**src/rtl/fmanan_pkg.sv**
```systemverilog
package fmanan_pkg;

  localparam int CLS_W    = 2;
  localparam int CHOICE_W = 2;
  localparam int POL_W    = 3;
  localparam int NUM_POL  = 1 << POL_W;
  localparam int NUM_OPS  = 3;
  localparam int PACK_W   = NUM_OPS * CLS_W;

  // class codes
  localparam logic [CLS_W-1:0] CLS_NUM    = 2'd0;
  localparam logic [CLS_W-1:0] CLS_QUIET  = 2'd1;
  localparam logic [CLS_W-1:0] CLS_SIGNAL = 2'd2;

  // choice codes
  localparam logic [CHOICE_W-1:0] PICK_A    = 2'd0;
  localparam logic [CHOICE_W-1:0] PICK_B    = 2'd1;
  localparam logic [CHOICE_W-1:0] PICK_C    = 2'd2;
  localparam logic [CHOICE_W-1:0] PICK_DFLT = 2'd3;

  // policy codes
  localparam logic [POL_W-1:0] POL_CAB_QIMZ  = 3'd0;
  localparam logic [POL_W-1:0] POL_ABC_DFLT  = 3'd1;
  localparam logic [POL_W-1:0] POL_CAB_RETC  = 3'd2;
  localparam logic [POL_W-1:0] POL_ACB_ANY   = 3'd3;
  localparam logic [POL_W-1:0] POL_ALL_DFLT  = 3'd4;
  localparam logic [POL_W-1:0] POL_SWITCHED  = 3'd5;

  // operand orders, first winner in the low field
  localparam logic [PACK_W-1:0] ORD_ABC = {PICK_C, PICK_B, PICK_A};
  localparam logic [PACK_W-1:0] ORD_CAB = {PICK_B, PICK_A, PICK_C};
  localparam logic [PACK_W-1:0] ORD_CBA = {PICK_A, PICK_B, PICK_C};
  localparam logic [PACK_W-1:0] ORD_ACB = {PICK_B, PICK_C, PICK_A};

  function automatic logic is_quiet(input logic [CLS_W-1:0] c);
    return c == CLS_QUIET;
  endfunction

  function automatic logic is_signal(input logic [CLS_W-1:0] c);
    return c == CLS_SIGNAL;
  endfunction

  function automatic logic is_nan(input logic [CLS_W-1:0] c);
    return is_quiet(c) || is_signal(c);
  endfunction

  // signaling operands first in the given order, then quiet ones, else last
  function automatic logic [CHOICE_W-1:0] pick_tiered(input logic [PACK_W-1:0] cls3,
                                                      input logic [PACK_W-1:0] order);
    logic [CHOICE_W-1:0] res;
    logic [CHOICE_W-1:0] idx;
    logic                hit;
    res = order[PACK_W-1 -: CHOICE_W];
    hit = 1'b0;
    for (int k = 0; k < NUM_OPS; k++) begin
      idx = order[CHOICE_W*k +: CHOICE_W];
      if (!hit && is_signal(cls3[{idx, 1'b0} +: CLS_W])) begin
        res = idx;
        hit = 1'b1;
      end
    end
    for (int k = 0; k < NUM_OPS; k++) begin
      idx = order[CHOICE_W*k +: CHOICE_W];
      if (!hit && is_quiet(cls3[{idx, 1'b0} +: CLS_W])) begin
        res = idx;
        hit = 1'b1;
      end
    end
    return res;
  endfunction

  // first NaN of either kind in the given order, else last
  function automatic logic [CHOICE_W-1:0] pick_any(input logic [PACK_W-1:0] cls3,
                                                   input logic [PACK_W-1:0] order);
    logic [CHOICE_W-1:0] res;
    logic [CHOICE_W-1:0] idx;
    logic                hit;
    res = order[PACK_W-1 -: CHOICE_W];
    hit = 1'b0;
    for (int k = 0; k < NUM_OPS; k++) begin
      idx = order[CHOICE_W*k +: CHOICE_W];
      if (!hit && is_nan(cls3[{idx, 1'b0} +: CLS_W])) begin
        res = idx;
        hit = 1'b1;
      end
    end
    return res;
  endfunction

  // full per-policy decision
  function automatic logic [CHOICE_W-1:0] policy_pick(input logic [POL_W-1:0]  pol,
                                                      input logic [PACK_W-1:0] cls3,
                                                      input logic              imz,
                                                      input logic              use_first);
    logic [CHOICE_W-1:0] r;
    case (pol)
      POL_CAB_QIMZ:
        r = (imz && is_quiet(cls3[2*CLS_W +: CLS_W])) ? PICK_DFLT : pick_tiered(cls3, ORD_CAB);
      POL_ABC_DFLT:
        r = imz ? PICK_DFLT : pick_tiered(cls3, ORD_ABC);
      POL_CAB_RETC:
        r = imz ? PICK_C : pick_tiered(cls3, ORD_CAB);
      POL_ACB_ANY:
        r = imz ? PICK_C : pick_any(cls3, ORD_ACB);
      POL_ALL_DFLT:
        r = PICK_DFLT;
      POL_SWITCHED:
        r = imz ? PICK_C : pick_any(cls3, use_first ? ORD_ABC : ORD_CBA);
      default:
        r = pick_any(cls3, ORD_ABC);
    endcase
    return r;
  endfunction

endpackage

```
**src/rtl/fmanan_order.sv**
```systemverilog
module fmanan_order
  import fmanan_pkg::*;
(
  input  logic [PACK_W-1:0]   cls3_i,
  input  logic                imz_i,
  input  logic                use_first_i,
  input  logic [POL_W-1:0]    policy_i,
  output logic [CHOICE_W-1:0] choice_o
);

  logic [CHOICE_W-1:0] cand [NUM_POL];

  // one candidate per policy code, evaluated in parallel
  for (genvar gp = 0; gp < NUM_POL; gp++) begin : g_pol
    assign cand[gp] = policy_pick(POL_W'(gp), cls3_i, imz_i, use_first_i);
  end

  assign choice_o = cand[policy_i];

endmodule

```
**src/rtl/fmanan_flags.sv**
```systemverilog
module fmanan_flags
  import fmanan_pkg::*;
(
  input  logic [PACK_W-1:0] cls3_i,
  input  logic              imz_i,
  input  logic [POL_W-1:0]  policy_i,
  output logic              snan_seen_o,
  output logic              imz_raise_o,
  output logic              invalid_o
);

  logic [NUM_OPS-1:0] sig_vec;

  for (genvar gi = 0; gi < NUM_OPS; gi++) begin : g_op
    assign sig_vec[gi] = is_signal(cls3_i[gi*CLS_W +: CLS_W]);
  end

  assign snan_seen_o = |sig_vec;
  assign imz_raise_o = imz_i &&
                       ((policy_i != POL_CAB_QIMZ) || is_quiet(cls3_i[2*CLS_W +: CLS_W]));
  assign invalid_o   = snan_seen_o || imz_raise_o;

endmodule

```
**src/rtl/fmanan_sel.sv**
```systemverilog
module fmanan_sel
  import fmanan_pkg::*;
(
  input  logic                clk,
  input  logic                rst_n,
  input  logic [CLS_W-1:0]    cls_a_i,
  input  logic [CLS_W-1:0]    cls_b_i,
  input  logic [CLS_W-1:0]    cls_c_i,
  input  logic                imz_i,
  input  logic                use_first_i,
  input  logic [POL_W-1:0]    policy_i,
  output logic [CHOICE_W-1:0] choice_o,
  output logic                invalid_o,
  output logic                invalid_imz_o
);

  logic [PACK_W-1:0]   cls3_w;
  logic [CHOICE_W-1:0] choice_w;
  logic                snan_seen_w;
  logic                imz_raise_w;
  logic                invalid_w;

  assign cls3_w = {cls_c_i, cls_b_i, cls_a_i};

  fmanan_order u_order (
    .cls3_i      (cls3_w),
    .imz_i       (imz_i),
    .use_first_i (use_first_i),
    .policy_i    (policy_i),
    .choice_o    (choice_w)
  );

  fmanan_flags u_flags (
    .cls3_i      (cls3_w),
    .imz_i       (imz_i),
    .policy_i    (policy_i),
    .snan_seen_o (snan_seen_w),
    .imz_raise_o (imz_raise_w),
    .invalid_o   (invalid_w)
  );

  always_ff @(posedge clk) begin
    if (!rst_n) begin
      choice_o      <= PICK_A;
      invalid_o     <= 1'b0;
      invalid_imz_o <= 1'b0;
    end else begin
      choice_o      <= choice_w;
      invalid_o     <= invalid_w;
      invalid_imz_o <= imz_raise_w;
    end
  end

endmodule

```
**config.mk**
```make
export PLATFORM = sky130hd
export DESIGN_NAME = fmanan_sel
export DESIGN_NICKNAME = d
export VERILOG_FILES = /design/src/rtl/fmanan_pkg.sv /design/src/rtl/fmanan_order.sv /design/src/rtl/fmanan_flags.sv /design/src/rtl/fmanan_sel.sv
export SDC_FILE = /design/constraint.sdc
export NUM_CORES = 1
export LEC_CHECK = 0
export ABC_AREA = 0
export BUFFER_PORTS_ARGS = -buffer_cell sky130_fd_sc_hd__buf_2
export CAP_MARGIN = 20
export CORE_AREA = 4 4 41 43
export DETAILED_ROUTE_END_ITERATION = 12
export DIE_AREA = 0 0 45 47
export GPL_TIMING_DRIVEN = 0
export SKIP_CTS_REPAIR_TIMING = 1
export SYNTH_ARGS = -nofsm -noshare
export SYNTH_HDL_FRONTEND = slang
export SYNTH_SLANG_ARGS = --single-unit
```
**constraint.sdc**
```tcl
create_clock -name clk -period 1.1 [get_ports clk]
set_input_delay 0.11 -clock clk [delete_from_list [all_inputs] [get_ports clk]]
set_output_delay 0.11 -clock clk [all_outputs]
set_load 0.01 [all_outputs]
```
# [Yosys cells after proc, flatten, opt, wreduce, memory -nomap -nowiden]
# Index checks and enable logic that the tools add are counted.
# W data, S select, Z words.
[classes] n_reduce_logical=43 n_mux=45 n_mul=0 n_shift=3 n_addsub=0 n_bitwise=1 n_lt_le_gt_ge=1 n_div=0 n_eq_ne=12
[op_table] op="$mux W2" n=27
[op_table] op="$logic_and A1 B1 Y1" n=18
[op_table] op="$shiftx A6 B4 Y2" n=3
[op_table] op="$mux W1" n=16
[op_table] op="$logic_not A1 Y1" n=15
[op_table] op="$eq A2 B1 Y1 const B" n=6
[op_table] op="$eq A2 B2 Y1 const B" n=6
[op_table] op="$logic_or A1 B1 Y1" n=8
[op_table] op="$bmux W2 S3" n=1
[op_table] op="$mux W6" n=1
[op_table] op="$ge A4 B4 Y1 const B" n=1
[op_table] op="$not A3 Y4" n=1
[op_table] op="$reduce_bool A3 Y1" n=1
[op_table] op="$reduce_or A3 Y1" n=1
[word_totals] n_memories=0 ff_bits=4 rom_bits=0 latch_bits=0 mem_bits_rw=0

# [Longest topological paths before layout]
# Gate-level depths: netlist of the first run.
[logic_depth] depth_word=21 ltp_mapped=6 ltp_nobuf=6

# [Cells and area by module]
# A second synthesis of the first run with hierarchy kept.
[unflattened] cells_unflattened=66 hier_area_um2=508.0
[by_module_without_submodules] mod="fmanan_order" area_each_um2=356.6 cells_each=51 instances=1
[by_module_without_submodules] mod="fmanan_sel" area_each_um2=105.1 cells_each=8 instances=1
[by_module_without_submodules] mod="fmanan_flags" area_each_um2=46.3 cells_each=7 instances=1

# [Worst setup path after synthesis of the first run]
# OpenSTA, ideal clock, no wires.
[synth_timing] path_type="input-to-reg" startpoint="input cls_a_i[0]" endpoint="register choice_o[0]" arrival_ns=1.039 cell_stages=6 required_ns=0.983 slack_ns=-0.056 path_buffers=0 cell_sequence="inv_1 ha_1 inv_2 a2111oi_1 o221ai_1 o2bb2ai_1"
[synth_between] elab_chain_len=21
[synth_rtl] item="from (decl)" line_no="fmanan_sel.sv:6" text="input logic [CLS_W-1:0] cls_a_i,"
[synth_rtl] item="$eq A2 B2 Y1" line_no="fmanan_pkg.sv:40" text="return c == CLS_SIGNAL;"
[synth_rtl] item="$mux W1" line_no="fmanan_pkg.sv:57" text="if (!hit && is_signal(cls3[{idx, 1'b0} +: CLS_W])) begin"
[synth_rtl] item="$logic_not A1 Y1" line_no="fmanan_pkg.sv:57"
[synth_rtl] item="$logic_and A1 B1 Y1" line_no="fmanan_pkg.sv:57"
[synth_rtl] item="$mux W1" line_no="fmanan_pkg.sv:57"
[synth_rtl] item="$logic_not A1 Y1" line_no="fmanan_pkg.sv:57"
[synth_rtl] item="$logic_and A1 B1 Y1" line_no="fmanan_pkg.sv:57"
[synth_rtl] item="$mux W1" line_no="fmanan_pkg.sv:57"
[synth_rtl] item="[4 not listed]"
[synth_rtl] item="$logic_and A1 B1 Y1" line_no="fmanan_pkg.sv:64" text="if (!hit && is_quiet(cls3[{idx, 1'b0} +: CLS_W])) begin"
[synth_rtl] item="$mux W1" line_no="fmanan_pkg.sv:64"
[synth_rtl] item="$logic_not A1 Y1" line_no="fmanan_pkg.sv:64"
[synth_rtl] item="$logic_and A1 B1 Y1" line_no="fmanan_pkg.sv:64"
[synth_rtl] item="$mux W2" line_no="fmanan_pkg.sv:64"
[synth_rtl] item="$mux W2" line_no="fmanan_pkg.sv:100" text="r = imz ? PICK_DFLT : pick_tiered(cls3, ORD_ABC);"
[synth_rtl] item="$bmux W2 S3 *" line_no="fmanan_order.sv:18" text="assign choice_o = cand[policy_i];"
[synth_rtl] item="$mux W2 (implied by the code) * (2 in series)" line_no="fmanan_order.sv:18"
[synth_rtl] item="to (signal assigned)" line_no="fmanan_sel.sv:48" text="choice_o <= choice_w;"
[synth_rtl] item="to (decl)" line_no="fmanan_sel.sv:12" text="output logic [CHOICE_W-1:0] choice_o,"
# Mark *: on every way between the ends. The rest lies on a longest branch, timed or not. The select of a mux whose other input is x is not followed.
# A chain may end at the register's enable or synchronous reset.

# [Worst setup path after layout of the first run]
# Ends and elaborated chain as after synthesis.

==> out/summary.txt, run 1 <==
Worst hold slack -> 158 ps
Starting DRT DRC Count -> 8
Dpl cells -> 87
Most used routing layer in global routing -> met2
Synth area leaders -> dfxtp_1 18%, ha_1 17%, inv_1 6.0%
RSZ-0062 raised after global routing -> false
Post-detailed-placement half-perimeter wirelength -> 888 um
Vias in the first global route -> 381
CTS tree -> built
Commonest cells after routing, fill and taps aside -> 15 x buf_2, 6 x inv_1, 5 x nand2_1, 5 x nor2_1
Final wirelength -> 1.08 mm
Count of cell types in the netlist -> 29
Final Cycle Share -> 95.7%
Antenna cells -> 0
TritonRoute pass-1 iters -> 4
Mean Syn Cell Area -> 7.73 um2
Initial core utilization -> 33.8%
Global Route met1 Usage -> 12.7%
Sequential power share -> 30.6%
WS Path Type -> input port to flop
Crit-path max FO -> 5
Endpoints failing hold -> 0
CORE AREA -> 1300 um2
Die width -> 45 um
Peak Freq -> 950 MHz
CP required -> 1220 ps
Time the worst path needs with I/O delays and setup -> 1050 ps
Clk buf depth -> 2
Worst IR Drop VDD -> 288 uV
PortBufs -> 15
Yosys warns -> 0
Setup Viol. Count Final -> 0
Status -> completed
Pin count of the biggest net entering global routing -> 10
Power share of the clock group -> 32.7%
Worst slew margin -> 82.5%
Final Wtd Congestion -> 0.788
HP Class -> input port to flop
Max-slew violations -> 0
Final net count -> 96
H-tree depth -> 1
Num CTS Buffers -> 3
Worst Setup Start Kind -> input port
Clock Tree Root -> clkbuf_4
I/O pin count -> 17
GRT met2 Usage -> 16.7%
Die H -> 47 um
Design area -> 583 um2
Reg clk slew, reported paths -> 40 ps
Via-per-instance ratio -> 5.22
Worst setup margin -> 47.2 ps
Clock tree sinks -> 4
Total grt overflow -> 0
Post-synthesis sequential area ratio -> 18.2%
Leak -> 0.282 nW
Sw Share -> 29.3%
DP Worst Slack -> -244 ps
Via count -> 470
Layout Cells excl Fill -> 90
Synthesized netlist cell count -> 57
First-pass GRT wire length -> 1.57 mm
Share of layout cells above drive strength 1 -> 34.7%
Area Growth Syn to Fin -> 32.4%
Cell internal pwr -> 0.000371 W
Max Cap Violations -> 0
Total GRT Usage -> 10.3%
Crit path DAT -> 1170 ps
#FFs+latches synth -> 4
Placed cell areas -> 547 um2
Logic pwr share -> 36.7%
Switch Pwr -> 0.000154 W
Die area -> 2120 um2
Worst-Margin Slew -> 262 ps
P per Cell Area -> 900 nW/um2
Initial antenna violation count -> 0
Synth top area share -> 18.2%
Wire per inst -> 12.0 um
Setup crit end kind -> flop
Drc violations -> 0
Commonest non-fill, non-tap cell in the layout -> buf_2
Final ANT Viol Nets -> 0
Net count after synthesis -> 76
Area leader, netlist -> dfxtp_1
TNS Setup -> 0 ps
FP Rows -> 13
Netlist Area Pre-Place -> 440 um2
Met3 Track Usage GR -> 1.15%
==> cells in the mapped netlist <==
cell       instances
a2111oi_1          1
a21bo_2            1
a21o_1             2
a21oi_1            3
a22o_1             1
and4_1             1
buf_6              1
dfxtp_1            4
ha_1               6
inv_1              7
inv_2              1
nand2_1            5
nand2b_1           1
nand3_1            2
nand3b_1           1
nor2_1             5
nor3_1             1
nor4b_1            1
o2111ai_1          2
o211ai_1           1
o21ai_0            1
o21ai_1            1
o221ai_1           1
o2bb2ai_1          1
o311a_1            1
o31ai_1            1
or2_1              1
or2b_1             1
xnor2_1            2
==> sequential cells by signal, indices dropped and copies added, names as in the netlist <==
signal / count
invalid_o: 1
choice_o: 2
invalid_imz_o: 1
==> cells by family after synthesis <==
logic type                 share of synthesized area (%)
xor gates and xnor gates                            3.98
DFF                                                 18.2
and+or+nand+nor                                     22.2
AOI/OAI and AO/OA                                   29.3
buffers and inverters                               9.38
adders and majority gates                           17.0
==> path summary, 6_finish.rpt <==
kind	cells past startpoint	end	from
hold / removal	3	invalid_o	rst_n
setup / recovery	7	choice_o[0]	cls_a_i[0]
==> critical path, cell delays in order <==
cell and delay, ps:
buf_2 120, inv_2 60, ha_4 160, inv_2 40
a2111oi_2 340, o221ai_1 180, o2bb2ai_1 150
==> per-layer routing <==
metal	routed length, um	up-vias
met5	0	-
met4	0	0
met3	75	0
met2	506	19
met1	497	208
li1	-	243
==> per-stage QoR <==
step | total power (W) | util (%)
2_1_floorplan | 0.000277 | -
4_1_cts | 0.000527 | 43.8
5_1_grt | 0.000560 | 44.8
3_3_place_gp | 0.000345 | 42.0
3_5_place_dp | 0.000348 | 42.0
6_report | 0.000524 | 44.8
==> layout make-up <==
cell class | count | area (um2)
fill | 145 | 718
multi-input combinational | 44 | 345
sequential | 4 | 80.1
timing repair buffer | 15 | 75.1
inverter | 8 | 30.0
clock buffer | 3 | 22.5
tap | 15 | 18.8
buffer | 1 | 11.3
==> power groups by stage <==
stage / Combinational [W] / Clock [W] / Sequential, W
after floorplan: 0.000106 / 0 / 0.000171
after global placement: 0.000181 / 0 / 0.000163
after detailed placement: 0.000185 / 0 / 0.000163
after CTS: 0.000186 / 0.000180 / 0.000161
after global routing: 0.000210 / 0.000190 / 0.000161
final: 0.000193 / 0.000171 / 0.000161
Power figures use the tool's default switching activity.
==> run 2, diff against run 1 <==
CTS_BUF_LIST = sky130_fd_sc_hd__clkbuf_4 sky130_fd_sc_hd__clkbuf_8   (was unset)
REMOVE_ABC_BUFFERS = 1   (was unset)
==> out/summary.txt, run 2 (same netlist as run 1, synthesis figures left out) <==
Status -> completed
Setup crit end kind -> flop
Final wirelength -> 1.18 mm (+9.8%)
Crit path DAT -> 1250 ps (+80 ps)
Hold_sp -> rst_n
WS Path Type -> input port to flop
Layout Cells excl Fill -> 90 (unchanged)
Starting DRT DRC Count -> 9 (+1)
Post-detailed-placement half-perimeter wirelength -> 871 um (-1.9%)
DP Worst Slack -> -319 ps (-75.1 ps)
Dpl cells -> 87 (unchanged)
FP Rows -> 13 (unchanged)
Final net count -> 96 (unchanged)
Vias in the first global route -> 410 (+7.6%)
Clock Tree Root -> clkbuf_4
Area Growth Syn to Fin -> 31.0%
Worst setup margin -> 10.9 ps (-36.3 ps)
Biggest register -> choice_o
Crit-path max FO -> 3 (-2)
Max-slew violations -> 0 (unchanged)
Via-per-instance ratio -> 5.26 (+0.64%)
HP Class -> input port to flop
Worst-Margin Slew -> 309 ps (+47.3 ps)
Die H -> 47 um (unchanged)
Footprint of the multi-input gates -> 345 um2 (unchanged)
Total grt overflow -> 0 (unchanged)
Final Cycle Share -> 99.0% (+3.3 points)
CP startpoint -> cls_a_i[1]
Share of layout cells above drive strength 1 -> 34.7% (unchanged)
Leak -> 0.280 nW (-0.75%)
Worst-path cell chain -> buf_2 > inv_1 > ha_2 > nor4b_2 > a2111oi_2 > o221ai_1 > o2bb2ai_1
Total GRT Usage -> 10.8% (+0.55 points)
CTS tree -> built
Peak Freq -> 918 MHz (-3.3%)
First-pass GRT wire length -> 1.65 mm (+5.3%)
Commonest cells after routing, fill and taps aside -> 16 x buf_2, 6 x inv_1, 5 x nand2_1, 5 x nor2_1
Commonest non-fill, non-tap cell in the layout -> buf_2
CP required -> 1260 ps (+40 ps)
Slowest stage cell, crit path -> nor4b_2
Worst slew margin -> 79.4% (-3.2 points)
PortBufs -> 16 (+1)
Antenna cells -> 0 (unchanged)
Hold-critical path depth -> 3 (unchanged)
H-tree depth -> 1 (unchanged)
TritonRoute pass-1 iters -> 4 (unchanged)
Design area -> 577 um2 (-1.1%)
Setup Viol. Count Final -> 0 (unchanged)
Drc violations -> 0 (unchanged)
CORE AREA -> 1300 um2 (unchanged)
Top Registers -> choice_o (2), invalid_imz_o (1), invalid_o (1)
Reg clk slew, reported paths -> 40 ps (about the same)
Clk buf depth -> 2 (unchanged)
Initial core utilization -> 33.8% (unchanged)
Clock tree sinks -> 4 (unchanged)
Max Cap Violations -> 0 (unchanged)
Num CTS Buffers -> 3 (unchanged)
P per Cell Area -> 922 nW/um2 (+2.5%)
Placed cell areas -> 528 um2 (-3.4%)
Via count -> 473 (+0.64%)
Max reg flops -> 2 (unchanged)
Crit-path max cell delay -> 340 ps (about the same)
Endpoints failing hold -> 0 (unchanged)
Worst IR Drop VDD -> 260 uV (-9.9%)
Pin count of the biggest net entering global routing -> 10 (unchanged)
Time the worst path needs with I/O delays and setup -> 1090 ps (+36.3 ps)
Worst Setup Start Kind -> input port
Fill cell count -> 149 (+2.8%)
Wire per inst -> 13.2 um (+9.8%)
Reg area -> 80.1 um2 (unchanged)
I/O pin count -> 17 (unchanged)
Die width -> 45 um (unchanged)
Final Wtd Congestion -> 0.779 (-1.1%)
Initial antenna violation count -> 0 (unchanged)
Die area -> 2120 um2 (unchanged)
Final ANT Viol Nets -> 0 (unchanged)
[run 2: cell types whose count changed in the layout (fill, tap and decap cells not counted)]
cell and delta:
buf_6 -1, buf_2 +1
[run 2: worst paths after layout]
path / to / slack [ps]
max: choice_o[0] / 10
min: invalid_o / 140
[run 2: layout make-up]
cell class                      count  area share, %
Timing Repair Buffer               16           13.9
Multi-Input combinational cell     44           59.9
Inverter                            8           5.21
Clock buffer                        3           3.90
Sequential cell                     4           13.9
Tap cell                           15           3.25
[run 2: critical path: cells and delay by family]
family	cells	cell delay [ps]
compound gates	3	410
simple gates	1	340
buf+inv	2	200
fa+ha+maj	1	190
[run 2: metrics by stage]
stage	util (%)	TNS, ps	total power (W)	hold slack, ps
2_1_floorplan	-	-56.0	0.000266	239
3_3_place_gp	40.6	-403	0.000334	378
3_5_place_dp	40.6	-449	0.000337	386
4_1_cts	42.3	-67.2	0.000524	140
5_1_grt	44.3	-50.6	0.000568	160
6_report	44.3	0	0.000532	141
[run 2: power by group]
part | internal [W] | switching [W] | leakage, nW
sequential | 0.000158 | 0.00000243 | 0.0334
combinational | 0.0000883 | 0.000102 | 0.233
clock | 0.000122 | 0.0000587 | 0.0138
[run 2: metal layers]
layer,track usage (%),share of wire [%]
met1,13.2,42
met3,3.83,8.6
met2,17.8,49
met4,3.51,0
met5,0,0
